## src/rtl/sb_pkg.sv

```systemverilog
package sb_pkg;
  typedef enum logic [1:0] {
    LS_INV = 2'b00,
    LS_SHR = 2'b01,
    LS_EXC = 2'b10,
    LS_MOD = 2'b11
  } line_st_e;

  typedef enum logic {
    RQ_INV   = 1'b0,
    RQ_RDINV = 1'b1
  } req_kind_e;
endpackage

```

## src/rtl/sb_rst_sync.sv

```systemverilog
module sb_rst_sync (
  input  logic clk,
  input  logic arst_n,
  output logic rst_n_sync
);
  logic [1:0] sync_q;

  always_ff @(posedge clk or negedge arst_n) begin
    if (!arst_n) sync_q <= 2'b00;
    else         sync_q <= {sync_q[0], 1'b1};
  end

  assign rst_n_sync = sync_q[1];
endmodule

```

## src/rtl/sb_queue.sv

```systemverilog
module sb_queue #(
  parameter int AW    = 16,
  parameter int DW    = 32,
  parameter int DEPTH = 8,
  localparam int CW   = $clog2(DEPTH + 1)
) (
  input  logic                          clk,
  input  logic                          rst_n,
  input  logic                          push,
  input  logic [AW-1:0]                 push_addr,
  input  logic [DW-1:0]                 push_data,
  input  logic                          push_wait,
  input  logic                          pop,
  input  logic                          fence,
  input  logic                          ack_valid,
  input  logic [AW-1:0]                 ack_addr,
  output logic [DEPTH-1:0]              vld,
  output logic [DEPTH-1:0]              mrk,
  output logic [DEPTH-1:0]              wt,
  output logic [DEPTH-1:0][AW-1:0]      adr,
  output logic [DEPTH-1:0][DW-1:0]      dat,
  output logic [CW-1:0]                 cnt
);
  logic [DEPTH-1:0]         v_q, v_n, m_q, m_n, w_q, w_n, w_ack;
  logic [DEPTH-1:0][AW-1:0] a_q, a_n;
  logic [DEPTH-1:0][DW-1:0] d_q, d_n;
  logic [CW-1:0]            cnt_q, cnt_n, tail;

  always_comb begin
    for (int i = 0; i < DEPTH; i++)
      w_ack[i] = w_q[i] & ~(ack_valid & v_q[i] & (a_q[i] == ack_addr));

    for (int i = 0; i < DEPTH; i++) begin
      if (pop) begin
        if (i < DEPTH - 1) begin
          v_n[i] = v_q[i+1];
          m_n[i] = m_q[i+1];
          w_n[i] = w_ack[i+1];
          a_n[i] = a_q[i+1];
          d_n[i] = d_q[i+1];
        end else begin
          v_n[i] = 1'b0;
          m_n[i] = 1'b0;
          w_n[i] = 1'b0;
          a_n[i] = a_q[i];
          d_n[i] = d_q[i];
        end
      end else begin
        v_n[i] = v_q[i];
        m_n[i] = m_q[i];
        w_n[i] = w_ack[i];
        a_n[i] = a_q[i];
        d_n[i] = d_q[i];
      end
    end

    tail = cnt_q - CW'(pop);
    for (int i = 0; i < DEPTH; i++) begin
      if (push && (CW'(i) == tail)) begin
        v_n[i] = 1'b1;
        m_n[i] = 1'b0;
        w_n[i] = push_wait;
        a_n[i] = push_addr;
        d_n[i] = push_data;
      end
    end

    if (fence) m_n = m_n | v_n;

    cnt_n = cnt_q + CW'(push) - CW'(pop);
  end

  always_ff @(posedge clk or negedge rst_n) begin
    if (!rst_n) begin
      v_q   <= '0;
      m_q   <= '0;
      w_q   <= '0;
      cnt_q <= '0;
    end else begin
      v_q   <= v_n;
      m_q   <= m_n;
      w_q   <= w_n;
      cnt_q <= cnt_n;
    end
  end

  always_ff @(posedge clk) begin
    if (push || pop) begin
      a_q <= a_n;
      d_q <= d_n;
    end
  end

  assign vld = v_q;
  assign mrk = m_q;
  assign wt  = w_q;
  assign adr = a_q;
  assign dat = d_q;
  assign cnt = cnt_q;
endmodule

```

## src/rtl/sb_lookup.sv

```systemverilog
module sb_lookup #(
  parameter int AW    = 16,
  parameter int DW    = 32,
  parameter int DEPTH = 8
) (
  input  logic [DEPTH-1:0]         vld,
  input  logic [DEPTH-1:0][AW-1:0] adr,
  input  logic [DEPTH-1:0][DW-1:0] dat,
  input  logic [AW-1:0]            ld_addr,
  input  logic [AW-1:0]            st_addr,
  output logic                     ld_hit,
  output logic [DW-1:0]            ld_hit_data,
  output logic                     st_hit
);
  logic [DEPTH-1:0] ld_m, st_m;

  for (genvar g = 0; g < DEPTH; g++) begin : g_cmp
    assign ld_m[g] = vld[g] & (adr[g] == ld_addr);
    assign st_m[g] = vld[g] & (adr[g] == st_addr);
  end

  // Higher slot index holds a younger store: the last match wins.
  always_comb begin
    ld_hit_data = '0;
    for (int i = 0; i < DEPTH; i++)
      if (ld_m[i]) ld_hit_data = dat[i];
  end

  assign ld_hit = |ld_m;
  assign st_hit = |st_m;
endmodule

```

## src/rtl/store_buffer.sv

```systemverilog
module store_buffer
  import sb_pkg::*;
#(
  parameter int AW    = 16,
  parameter int DW    = 32,
  parameter int DEPTH = 8
) (
  input  logic          clk,
  input  logic          rst_n,
  input  logic          st_valid,
  input  logic [AW-1:0] st_addr,
  input  logic [DW-1:0] st_data,
  input  logic [1:0]    st_line_state,
  output logic          st_ready,
  input  logic          wbar,
  input  logic [AW-1:0] ld_addr,
  input  logic [DW-1:0] ld_cache_data,
  output logic [DW-1:0] ld_data,
  output logic          ld_fwd,
  output logic          cw_en,
  output logic [AW-1:0] cw_addr,
  output logic [DW-1:0] cw_data,
  output logic          req_valid,
  output logic          req_kind,
  output logic [AW-1:0] req_addr,
  input  logic          rsp_valid,
  input  logic [AW-1:0] rsp_addr
);
  localparam int CW = $clog2(DEPTH + 1);

  logic                     rst_n_s;
  logic [DEPTH-1:0]         vld, mrk, wt;
  logic [DEPTH-1:0][AW-1:0] adr;
  logic [DEPTH-1:0][DW-1:0] dat;
  logic [CW-1:0]            cnt;
  logic                     any_mark, st_hit, ld_hit;
  logic [DW-1:0]            ld_hit_data;
  logic                     st_fire, owned, direct, push, head_go;
  line_st_e                 st_state;

  sb_rst_sync u_rst (.clk(clk), .arst_n(rst_n), .rst_n_sync(rst_n_s));

  assign st_state = line_st_e'(st_line_state);
  assign owned    = (st_state == LS_EXC) || (st_state == LS_MOD);
  assign any_mark = |(mrk & vld);
  assign st_ready = (cnt != CW'(DEPTH));
  assign st_fire  = st_valid & st_ready;
  assign direct   = st_fire & owned & ~any_mark & ~st_hit;
  assign push     = st_fire & ~direct;
  assign head_go  = vld[0] & ~wt[0] & ~direct;

  sb_queue #(.AW(AW), .DW(DW), .DEPTH(DEPTH)) u_queue (
    .clk       (clk),
    .rst_n     (rst_n_s),
    .push      (push),
    .push_addr (st_addr),
    .push_data (st_data),
    .push_wait (~owned),
    .pop       (head_go),
    .fence     (wbar),
    .ack_valid (rsp_valid),
    .ack_addr  (rsp_addr),
    .vld       (vld),
    .mrk       (mrk),
    .wt        (wt),
    .adr       (adr),
    .dat       (dat),
    .cnt       (cnt)
  );

  sb_lookup #(.AW(AW), .DW(DW), .DEPTH(DEPTH)) u_lookup (
    .vld         (vld),
    .adr         (adr),
    .dat         (dat),
    .ld_addr     (ld_addr),
    .st_addr     (st_addr),
    .ld_hit      (ld_hit),
    .ld_hit_data (ld_hit_data),
    .st_hit      (st_hit)
  );

  assign cw_en   = direct | head_go;
  assign cw_addr = direct ? st_addr : adr[0];
  assign cw_data = direct ? st_data : dat[0];

  assign req_valid = push & ~owned;
  assign req_kind  = (st_state == LS_INV) ? RQ_RDINV : RQ_INV;
  assign req_addr  = st_addr;

  assign ld_fwd  = ld_hit;
  assign ld_data = ld_hit ? ld_hit_data : ld_cache_data;
endmodule

```

## config.mk

```make
export PLATFORM = sky130hd
export DESIGN_NAME = store_buffer
export DESIGN_NICKNAME = d
export VERILOG_FILES = /design/src/rtl/sb_pkg.sv /design/src/rtl/sb_rst_sync.sv /design/src/rtl/sb_queue.sv /design/src/rtl/sb_lookup.sv /design/src/rtl/store_buffer.sv
export SDC_FILE = /design/constraint.sdc
export NUM_CORES = 1
export LEC_CHECK = 0
export BUFFER_PORTS_ARGS = -buffer_cell sky130_fd_sc_hd__clkbuf_2
export CAP_MARGIN = 20
export CORE_MARGIN = 5
export CORE_UTILIZATION = 55
export DETAILED_ROUTE_END_ITERATION = 8
export PLACE_DENSITY = 0.74
export SETUP_SLACK_MARGIN = 0.15
export SYNTH_ARGS = -nofsm -noshare
export SYNTH_HDL_FRONTEND = slang
export SYNTH_SLANG_ARGS = --single-unit
```

## constraint.sdc

```tcl
create_clock -name clk -period 8.8 [get_ports clk]
set_clock_uncertainty 0.2 [all_clocks]
set_input_delay 0.88 -clock clk [delete_from_list [all_inputs] [get_ports clk]]
set_output_delay 0.88 -clock clk [all_outputs]
set_load 0.1 [all_outputs]
```

==> results.toml <==
[cells_and_area]
num-nets-final = 2319
syn2layout_area_growth_pct = 11.0
layout-drive-gt1-share = 0.348
multi_input_area_sq_mm = 0.0123
fillers = 3699
seq_area_sq_mm = 0.0123
stdcell_area_sq_mm = 0.0283

[yosys]
synth-edff-count = 384
yosys_warnings = 0
yosys.area.top_type_share = 0.452
ys_types = 63
syn_avg_cell_area_sq_um = 12.3
yosys.area.top_type = "edfxtp_1"
synth_fp_nets = 2200
netlist_area_sq_mm = 0.0255
ys_seq_area_frac = 0.481
synth_area_leaders = "edfxtp_1 45%, mux2_2 15%, xor2_1 9.6%, xnor2_1 3.7%, dfrtp_1 2.9%"
async_flop_share = 0.0725
ys.flop_type = "edfxtp_1"
ys_ff_latch = 414
syn_inst = 2073

[place]
dp_hpwl_um = 57800
place_congestion = 1.00
placed_cell_area_sq_mm = 0.0268
io_buffers = 219

[timing]
min_period_ps = 7000
worst_pin_slew_ps = 1090
slew_viol_final = 0
hold_violations = 0
tns_ps = 0
setup_viol = 0
rsz0062_at_grt = "false"
fmax_ghz = 0.143
slew_headroom = 0.271
finalCritPeriodShare = 0.795

[die]
die_x_um = 225
row_count = 79
dieArea_sq_mm = 0.0508
dieHeight_um = 225
core_area_sq_mm = 0.0463
initial_core_util = 0.552
ioPinCount = 220

[detailed_routing]
wl_um = 87000
num_vias = 18500
drc = 0
detail_route.wl_per_cell_um = 30.7
viasPerCell = 6.52
drtAntennaViolNets = 0
drtIter0Drc = 2325
firstDrtPassIters = 6

[setup_path]
crit_slowest_cell = "o21ai_2"
end_kind = "flop"
path_class = "in -> reg"
crit_chain = "clkbuf_2 -> xor2_1 -> nor4_1 -> nand3_1 -> o22a_1 -> nand4_1 -> o21ai_2 -> inv_2 -> ha_1 -> nand2_1 -> xor2_1 -> nand2_1 -> a2111oi_4 -> nand2_4 -> buf_4 -> nand2_2 -> buf_4"
reg2reg_slack_ps = 1860
critical_path_required_ps = 8880
cp-start-kind = "input pin"
worstPathMaxFanout = 51
cpPeakStageDelay_ps = 1030
arrival_ps = 7080

[power]
vdd.ir_drop.worst_mv = 0.244
leakage_uw = 0.0104
powerDensity_mw_per_mm2 = 255

[status]
status = "finished, final reports clean"

[cts]
cts_max_level = 2
cts.sinks = 414
cts_hold_buf = 1
insertion_delay_ps = 610
cts-root-buf = "clkbuf_16"
cts.clk_slew.worst_paths_ps = 60
ctsResizeCount = 0
cts_buffer_depth = 3
cts_tree = "yes"
numCtsBuffers = 46
post_cts_buffers = 0

[worst_hold_path]
hp-class = "reg -> async"

[global_route]
grt_use_total = 0.334
grt_pass1_wl_um = 127000
antenna_found_initial = 1
grt_pass1_vias = 18300
grt_remaining_overflow = 0
grt_max_degree = 67

[flow_run]
max_cap_violations = 0
==> through the flow <==
| step | power (uW) | std cells | worst slack (ps) | util | hold slack (ps) |
|---|---|---|---|---|---|
| 2_1_floorplan | 4630 | 2073 | 1090 | - | 131 |
| 3_3_place_gp | 5270 | 2747 | 1580 | 0.580 | 137 |
| 3_5_place_dp | 5320 | 2747 | 1380 | 0.580 | 147 |
| 4_1_cts | 7200 | 2827 | 1920 | 0.611 | 156 |
| 5_1_grt | 7470 | 2830 | 1450 | 0.612 | 101 |
| 6_report | 7230 | 2832 | 1800 | 0.612 | 62.6 |
==> sequential cells by signal, summed over array words and instances (netlist names) <==
name	count
u_queue.adr	128
u_queue.cnt	4
u_queue.dat	256
u_queue.mrk	8
u_queue.vld	8
u_queue.wt	8
u_rst.sync_q	2
==> area by class of cell <==
type | count | share of cell area
Multi-Input combinational cell | 1454 | 0.436
Sequential cell | 414 | 0.434
Timing Repair Buffer | 258 | 0.0504
Clock buffer | 60 | 0.0433
Tap cell | 607 | 0.0268
Clock inverter | 19 | 0.00738
Inverter | 18 | 0.00239
Antenna cell | 2 | 0.000177
==> Yosys cell counts (2+ instances only) <==
cell / number
edfxtp_1: 384
mux2_2: 349
xor2_1: 281
xnor2_1: 108
buf_2: 91
nor4_1: 72
nand2_1: 71
clkbuf_1: 65
nand3_1: 63
mux2_4: 47
nor2_1: 45
o21ai_0: 40
o221ai_1: 37
a21oi_1: 33
and2_1: 32
a211oi_1: 31
a21o_1: 31
a31o_2: 31
o21a_1: 31
dfrtp_1: 30
o21ai_1: 30
nand4_1: 26
buf_4: 21
nor3_1: 18
inv_1: 17
buf_6: 9
a22o_1: 8
mux2i_1: 8
ha_1: 7
o21ai_2: 7
or2_2: 5
and3_1: 4
o22a_1: 3
or4_1: 3
a221oi_1: 2
nand2b_1: 2
o211ai_1: 2
o2bb2ai_1: 2
o31a_1: 2
o31ai_1: 2
==> report_power, final <==
group	leakage (uW)	internal (uW)	total (uW)	switching, uW
clock	0.000693	1070	1880	814
combinational	0.00586	775	2200	1420
sequential	0.00383	2740	3150	413
total	0.0104	4580	7230	2650
==> logic make-up after synthesis <==
group / after synthesis / share of synthesized area
other: 1 / 0.000147
buffers and inverters: 205 / 0.0403
multiplexers: 404 / 0.185
AO/OA/AOI/OAI: 303 / 0.0848
AND/OR/NAND/NOR: 349 / 0.0710
XOR/XNOR: 389 / 0.133
adder cells (fa/ha/maj): 8 / 0.00422
flip-flops: 414 / 0.481
==> metal layers <==
| layer | track usage | share of wire |
|---|---|---|
| met1 | 0.481 | 0.42 |
| met2 | 0.506 | 0.45 |
| met3 | 0.0679 | 0.096 |
| met4 | 0.123 | 0.038 |
| met5 | 0 | 0 |
==> worst paths after layout <==
| kind | start | to | cells past startpoint |
|---|---|---|---|
| max | st_addr[11] | u_queue.dat[1] | 17 |
| min | u_rst.sync_q[1] | u_queue.wt[2] | 1 |
| max reg2reg | u_queue.cnt[2] | u_queue.dat[1] | 17 |
| min reg2reg | u_rst.sync_q[1] | u_queue.wt[2] | 1 |
| max in group asynchronous | u_rst.sync_q[1] | u_queue.mrk[0] | 1 |
| min in group clk | u_rst.sync_q[0] | u_rst.sync_q[1] | 0 |
==> worst max-delay path: cells and delay by family <==
kind	cells	cell delay (ps)
adders and majority gates	1	350
and+or+nand+nor	7	1950
xor gates and xnor gates	2	510
buffers and inverters	4	1640
AOI/OAI and AO/OA	3	1670
==> cell usage in the layout (no fill, tap or decap), types with 8 or more instances in the layout <==
cell and instances:
nand3_1 63, and2_1 32, a21o_1 31, clkbuf_2 219
o21a_1 31, buf_4 35, nor4_1 69, clkbuf_16 47
a31o_2 31, nor3_1 17, xnor2_1 108, a211oi_1 31
o21ai_0 40, xor2_1 281, edfxtp_1 384, clkbuf_1 13
inv_1 17, mux2_4 47, mux2_2 349, nor2_1 45
o21ai_1 30, o221ai_1 37, a22o_1 8, clkinv_1 9
mux2i_1 8, nand4_1 26, a21oi_1 33, nand2_1 64
dfrtp_1 30
No activity file was read; power rests on OpenSTA's default activity.
